==> config.mk <==
export PLATFORM = sky130hd
export DESIGN_NAME = mcu_irq_unit
export DESIGN_NICKNAME = d
export VERILOG_FILES = /design/src/rtl/mcu_irq_unit.sv
export SDC_FILE = /design/constraint.sdc
export NUM_CORES = 1
export LEC_CHECK = 0
export BUFFER_PORTS_ARGS = -buffer_cell sky130_fd_sc_hd__buf_2
export CAP_MARGIN = 10
export CORE_ASPECT_RATIO = 1.25
export CORE_MARGIN = 3
export CORE_UTILIZATION = 30
export CTS_BUF_LIST = sky130_fd_sc_hd__clkbuf_8
export DETAILED_ROUTE_END_ITERATION = 10
export SKIP_LAST_GASP = 1
export SLEW_MARGIN = 15
export SYNTH_ARGS = -nofsm -noshare
export SYNTH_HDL_FRONTEND = slang
export SYNTH_SLANG_ARGS = --single-unit
==> constraint.sdc <==
create_clock -name clk -period 1.9 [get_ports clk]
set_input_delay 0.095 -clock clk [delete_from_list [all_inputs] [get_ports clk]]
set_output_delay 0.095 -clock clk [all_outputs]
set_load 0.03 [all_outputs]
==> src/rtl/mcu_irq_unit.sv <==
module mcu_irq_unit #(
  parameter int NPORT = 6,
  parameter int NPER  = 6,
  parameter int PC_W  = 13,
  parameter logic [PC_W-1:0] VEC_ADDR = 'h4
) (
  input  logic              clk,
  input  logic              rst_n,
  input  logic              ext_pin,
  input  logic              ext_analog,
  input  logic              edge_rise,
  input  logic [NPORT-1:0]  port_pin,
  input  logic [NPORT-1:0]  port_analog,
  output logic [NPORT-1:0]  port_rd,
  input  logic              tmr0_evt,
  input  logic [NPER-1:0]   per_evt,
  input  logic              ctl_we,
  input  logic [7:0]        ctl_wdata,
  output logic [7:0]        ctl_q,
  input  logic              pf_we,
  input  logic [NPER-1:0]   pf_wdata,
  output logic [NPER-1:0]   pf_q,
  input  logic              pe_we,
  input  logic [NPER-1:0]   pe_wdata,
  output logic [NPER-1:0]   pe_q,
  input  logic              insn_bound,
  input  logic              retfie,
  output logic              irq_req,
  output logic              vec_load,
  output logic              ret_push,
  output logic [PC_W-1:0]   vec_addr,
  output logic              wake
);
  localparam int GIE = 7, PIE = 6, EXT_F = 2, CHG_F = 1, TMR_F = 0;

  logic [2:0]       ext_s;
  logic [NPORT-1:0] p_s1, p_s2, p_s3;
  logic             ext_edge, chg_evt, core_hit, per_hit, gie_drop, take;
  logic [7:0]       ctl_nx;
  logic [NPER-1:0]  pf_nx;

  always_ff @(posedge clk or negedge rst_n) begin
    if (!rst_n) begin
      ext_s <= '0;
      p_s1  <= '0;
      p_s2  <= '0;
      p_s3  <= '0;
    end else begin
      ext_s <= {ext_s[1:0], ext_pin};
      p_s1  <= port_pin;
      p_s2  <= p_s1;
      p_s3  <= p_s2;
    end
  end

  assign ext_edge = ~ext_analog &
                    (edge_rise ? (ext_s[1] & ~ext_s[2]) : (~ext_s[1] & ext_s[2]));
  assign chg_evt  = |((p_s2 ^ p_s3) & ~port_analog);
  assign port_rd  = p_s2 & ~port_analog;

  assign core_hit = |(ctl_q[5:3] & ctl_q[2:0]);
  assign per_hit  = ctl_q[PIE] & |(pf_q & pe_q);
  assign irq_req  = ctl_q[GIE] & (core_hit | per_hit);
  assign gie_drop = ctl_we & ~ctl_wdata[GIE];
  assign take     = irq_req & insn_bound & ~gie_drop;

  always_comb begin
    ctl_nx = ctl_we ? ctl_wdata : ctl_q;
    if (retfie) ctl_nx[GIE] = 1'b1;
    if (take)   ctl_nx[GIE] = 1'b0;
    ctl_nx[EXT_F] = ctl_nx[EXT_F] | ext_edge;
    ctl_nx[CHG_F] = ctl_nx[CHG_F] | chg_evt;
    ctl_nx[TMR_F] = ctl_nx[TMR_F] | tmr0_evt;
  end

  assign pf_nx = (pf_we ? pf_wdata : pf_q) | per_evt;

  always_ff @(posedge clk or negedge rst_n) begin
    if (!rst_n) begin
      ctl_q    <= '0;
      pf_q     <= '0;
      pe_q     <= '0;
      vec_load <= 1'b0;
    end else begin
      ctl_q    <= ctl_nx;
      pf_q     <= pf_nx;
      if (pe_we) pe_q <= pe_wdata;
      vec_load <= take;
    end
  end

  assign ret_push = vec_load;
  assign vec_addr = VEC_ADDR;
  assign wake     = |(ctl_q[5:4] & ctl_q[2:1]);
endmodule

==> results.ini <==
[status]
status = completed

[synthesis]
yosysSeqAreaShare = 0.623
yosysUniqueCellTypes = 27
synth-seq-cells = 42
synth_compound_area_frac = 0.107
synth-xor-area-share = 0.0312
syn_area_sq_um = 1690
ys_warn_count = 0
avgSynthCellArea_sq_um = 13.7
synthMuxAreaShare = 0.0853
synth_top_family_by_area = compound AO/OA/AOI/OAI gates
synthCells = 123
synth-simple-area-share = 0.0749
synth_fa_ha_area_frac = 0

[power]
p_leak_nw = 1.14
vdd.ir_drop.worst_mv = 0.534
power_mw = 2.17
powerDensity_nw_per_um2 = 898

[worst_setup_path]
crit_type = register to primary output
crit_fanout = 4
required_ns = 1.80
rr_worst_depth = 3
crit_path_end_kind = primary output
crit_arrival_ns = 1.67
critPathLaunchType = register

[clocking]
cts_max_level = 2
clk_latency_ns = 0.30
cts-root-buf = clkbuf_8
cts_inserted_buffers = 5
clk_pin_slew_ns = 0.08
clk_path_buf_depth = 2
clock_sinks = 42
tritoncts = yes

[grt]
grtUsageTotal = 0.114
grt_pass1_wl_um = 5910
grt-ovfl-total = 0
first_global_vias = 1352
grt_max_degree = 43
antenna_found_initial = 0

[timing]
rsz0062_at_grt = false
skew_ns = 0.00849
hold_viol = 0
maxSlewHeadroom = 0.637
fmax_mhz = 566
final-setup-viol-count = 0
post-route-period-util = 0.930
slew_viol_final = 0
hold_slack_ns = 0.0233
tightestPinTransition_ns = 0.545
fin_setup_tns_ns = 0
min_period_ns = 1.77

[final_layout]
drive_above_1_share = 0.442
post-route-cell-area_sq_um = 2420
area_delta_synth_final_pct = 43.5
antenna_cells = 0
fillers = 472
layout.nets = 274

[route]
wl_per_cell_um = 12.6
via_per_inst = 4.33
drc_errors = 0
vias = 1246
wl_um = 3630
drt-pass1-iter-count = 4
drtAntennaViolNets = 0
drt_iter0_markers = 23

[run]
drv_cap = 0

[placement]
placed_cell_area_sq_um = 2080
gp_congestion = 0.698
io_buffers = 78

[floorplan]
core_area_sq_um = 5260
top_level_ports = 92
die_w_um = 73.1
num_rows = 29
dieArea_sq_um = 6560
die_h_um = 89.8
start_util = 0.321

[min_path]
whs_path_depth = 2
hold_class = input pin to register

-- placed cells by master (no fill, tap or decap), drive strengths merged --
master / netlist / layout
o22ai: 2 / 2
a222oi: 1 / 1
o31ai: 1 / 1
nand2b: 1 / 1
inv: 0 / 1
o21ai: 1 / 1
nand2: 2 / 2
or3: 1 / 1
a211o: 7 / 7
bufinv: 0 / 1
a21oi: 1 / 1
mux2: 11 / 11
dlygate4sd3: 0 / 22
a211oi: 1 / 1
nor3: 1 / 1
o32a: 1 / 1
nor3b: 1 / 1
dfrtp: 42 / 42
buf: 16 / 79
clkinvlp: 0 / 1
xnor2: 6 / 6
conb: 2 / 13
o221ai: 1 / 1
clkbuf: 1 / 5
mux2i: 2 / 2
o31a: 1 / 1
nor2b: 15 / 15
a22o: 4 / 4
a21boi: 1 / 1
-- through the flow --
| stage | setup slack (ns) | util | instances |
|---|---|---|---|
| global route | 0.00200 | 0.460 | 288 |
| global placement | 0.481 | 0.395 | 258 |
| detailed placement | 0.441 | 0.395 | 258 |
| CTS | 0.101 | 0.459 | 288 |
| floorplan | 0.264 | - | 134 |
| finish | 0.134 | 0.460 | 288 |
-- metal layers --
metal,routed length (um),up-vias,track usage
met5,0,-,0
met4,70,0,0.0508
met3,326,7,0.0368
met2,1790,62,0.192
met1,1440,572,0.128
li1,-,605,-
-- where the power goes --
group | switching [mW] | leakage (nW) | internal [mW]
registers | 0.0460 | 0.478 | 0.957
clock network | 0.321 | 0.0563 | 0.400
logic | 0.267 | 0.606 | 0.184
-- critical path, stage by stage, from the launching register on --
cell	delay, ns
dfrtp_1	0.42
a222oi_1	0.53
a21boi_0	0.21
buf_2	0.23
-- flip-flops by register name (all words and copies together), names as in the netlist --
register  flops
p_s1          6
p_s3          6
pe_q          6
pf_q          6
ext_s         3
p_s2          6
ret_push      1
ctl_q         8
-- worst paths after layout --
kind / startpoint / endpoint / slack [ns]
min: ctl_wdata[0] / ctl_q[0] / 0.02
max reg2reg: pf_q[5] / pf_q[5] / 0.47
min in group asynchronous: rst_n / p_s1[4] / 0.39
max in group asynchronous: rst_n / ret_push / 1.16
min reg2reg: p_s1[1] / p_s2[1] / 0.35
max: ctl_q[1] / irq_req / 0.13
-- synth_stat cells --
cell type,count,area share
a211o_1,7,0.036
a211oi_1,1,0.0045
a21boi_0,1,0.0045
a21oi_1,1,0.0030
a222oi_1,1,0.0059
a22o_1,4,0.021
buf_2,1,0.0030
buf_4,14,0.062
buf_6,1,0.0067
clkbuf_1,1,0.0022
conb_1,2,0.0045
dfrtp_1,42,0.62
mux2_2,11,0.073
mux2i_1,2,0.012
nand2_1,2,0.0045
nand2b_1,1,0.0037
nor2b_1,15,0.056
nor3_1,1,0.0030
nor3b_1,1,0.0045
o21ai_0,1,0.0030
o221ai_1,1,0.0052
o22ai_1,2,0.0074
o31a_1,1,0.0052
o31ai_1,1,0.0045
o32a_2,1,0.0067
or3_1,1,0.0037
xnor2_1,6,0.031
-- final cells by class --
class                      count  area (sq um)  share of cell area
clock inverter                 3          48.8              0.0202
sequential                    42          1050               0.434
timing repair buffer         101           618               0.255
tap                           62          77.6              0.0320
multi-input combinational     75           557               0.230
clock buffer                   5          68.8              0.0284
-- kinds of logic after synthesis --
family,Yosys count
AOI/OAI and AO/OA,22
xor gates and xnor gates,6
buffers and inverters,17
DFF,42
muxes,13
other,2
and+or+nand+nor,21
-- timing repair --
item                                   4_1_cts  5_1_grt
endpoints found under the hold margin       57        0
setup buffers                                0        0
gates resized for setup                      0        1
hold buffers                                22        0
setup endpoints to repair                    0        1
Note: power is estimated with default switching activity, not from simulation.
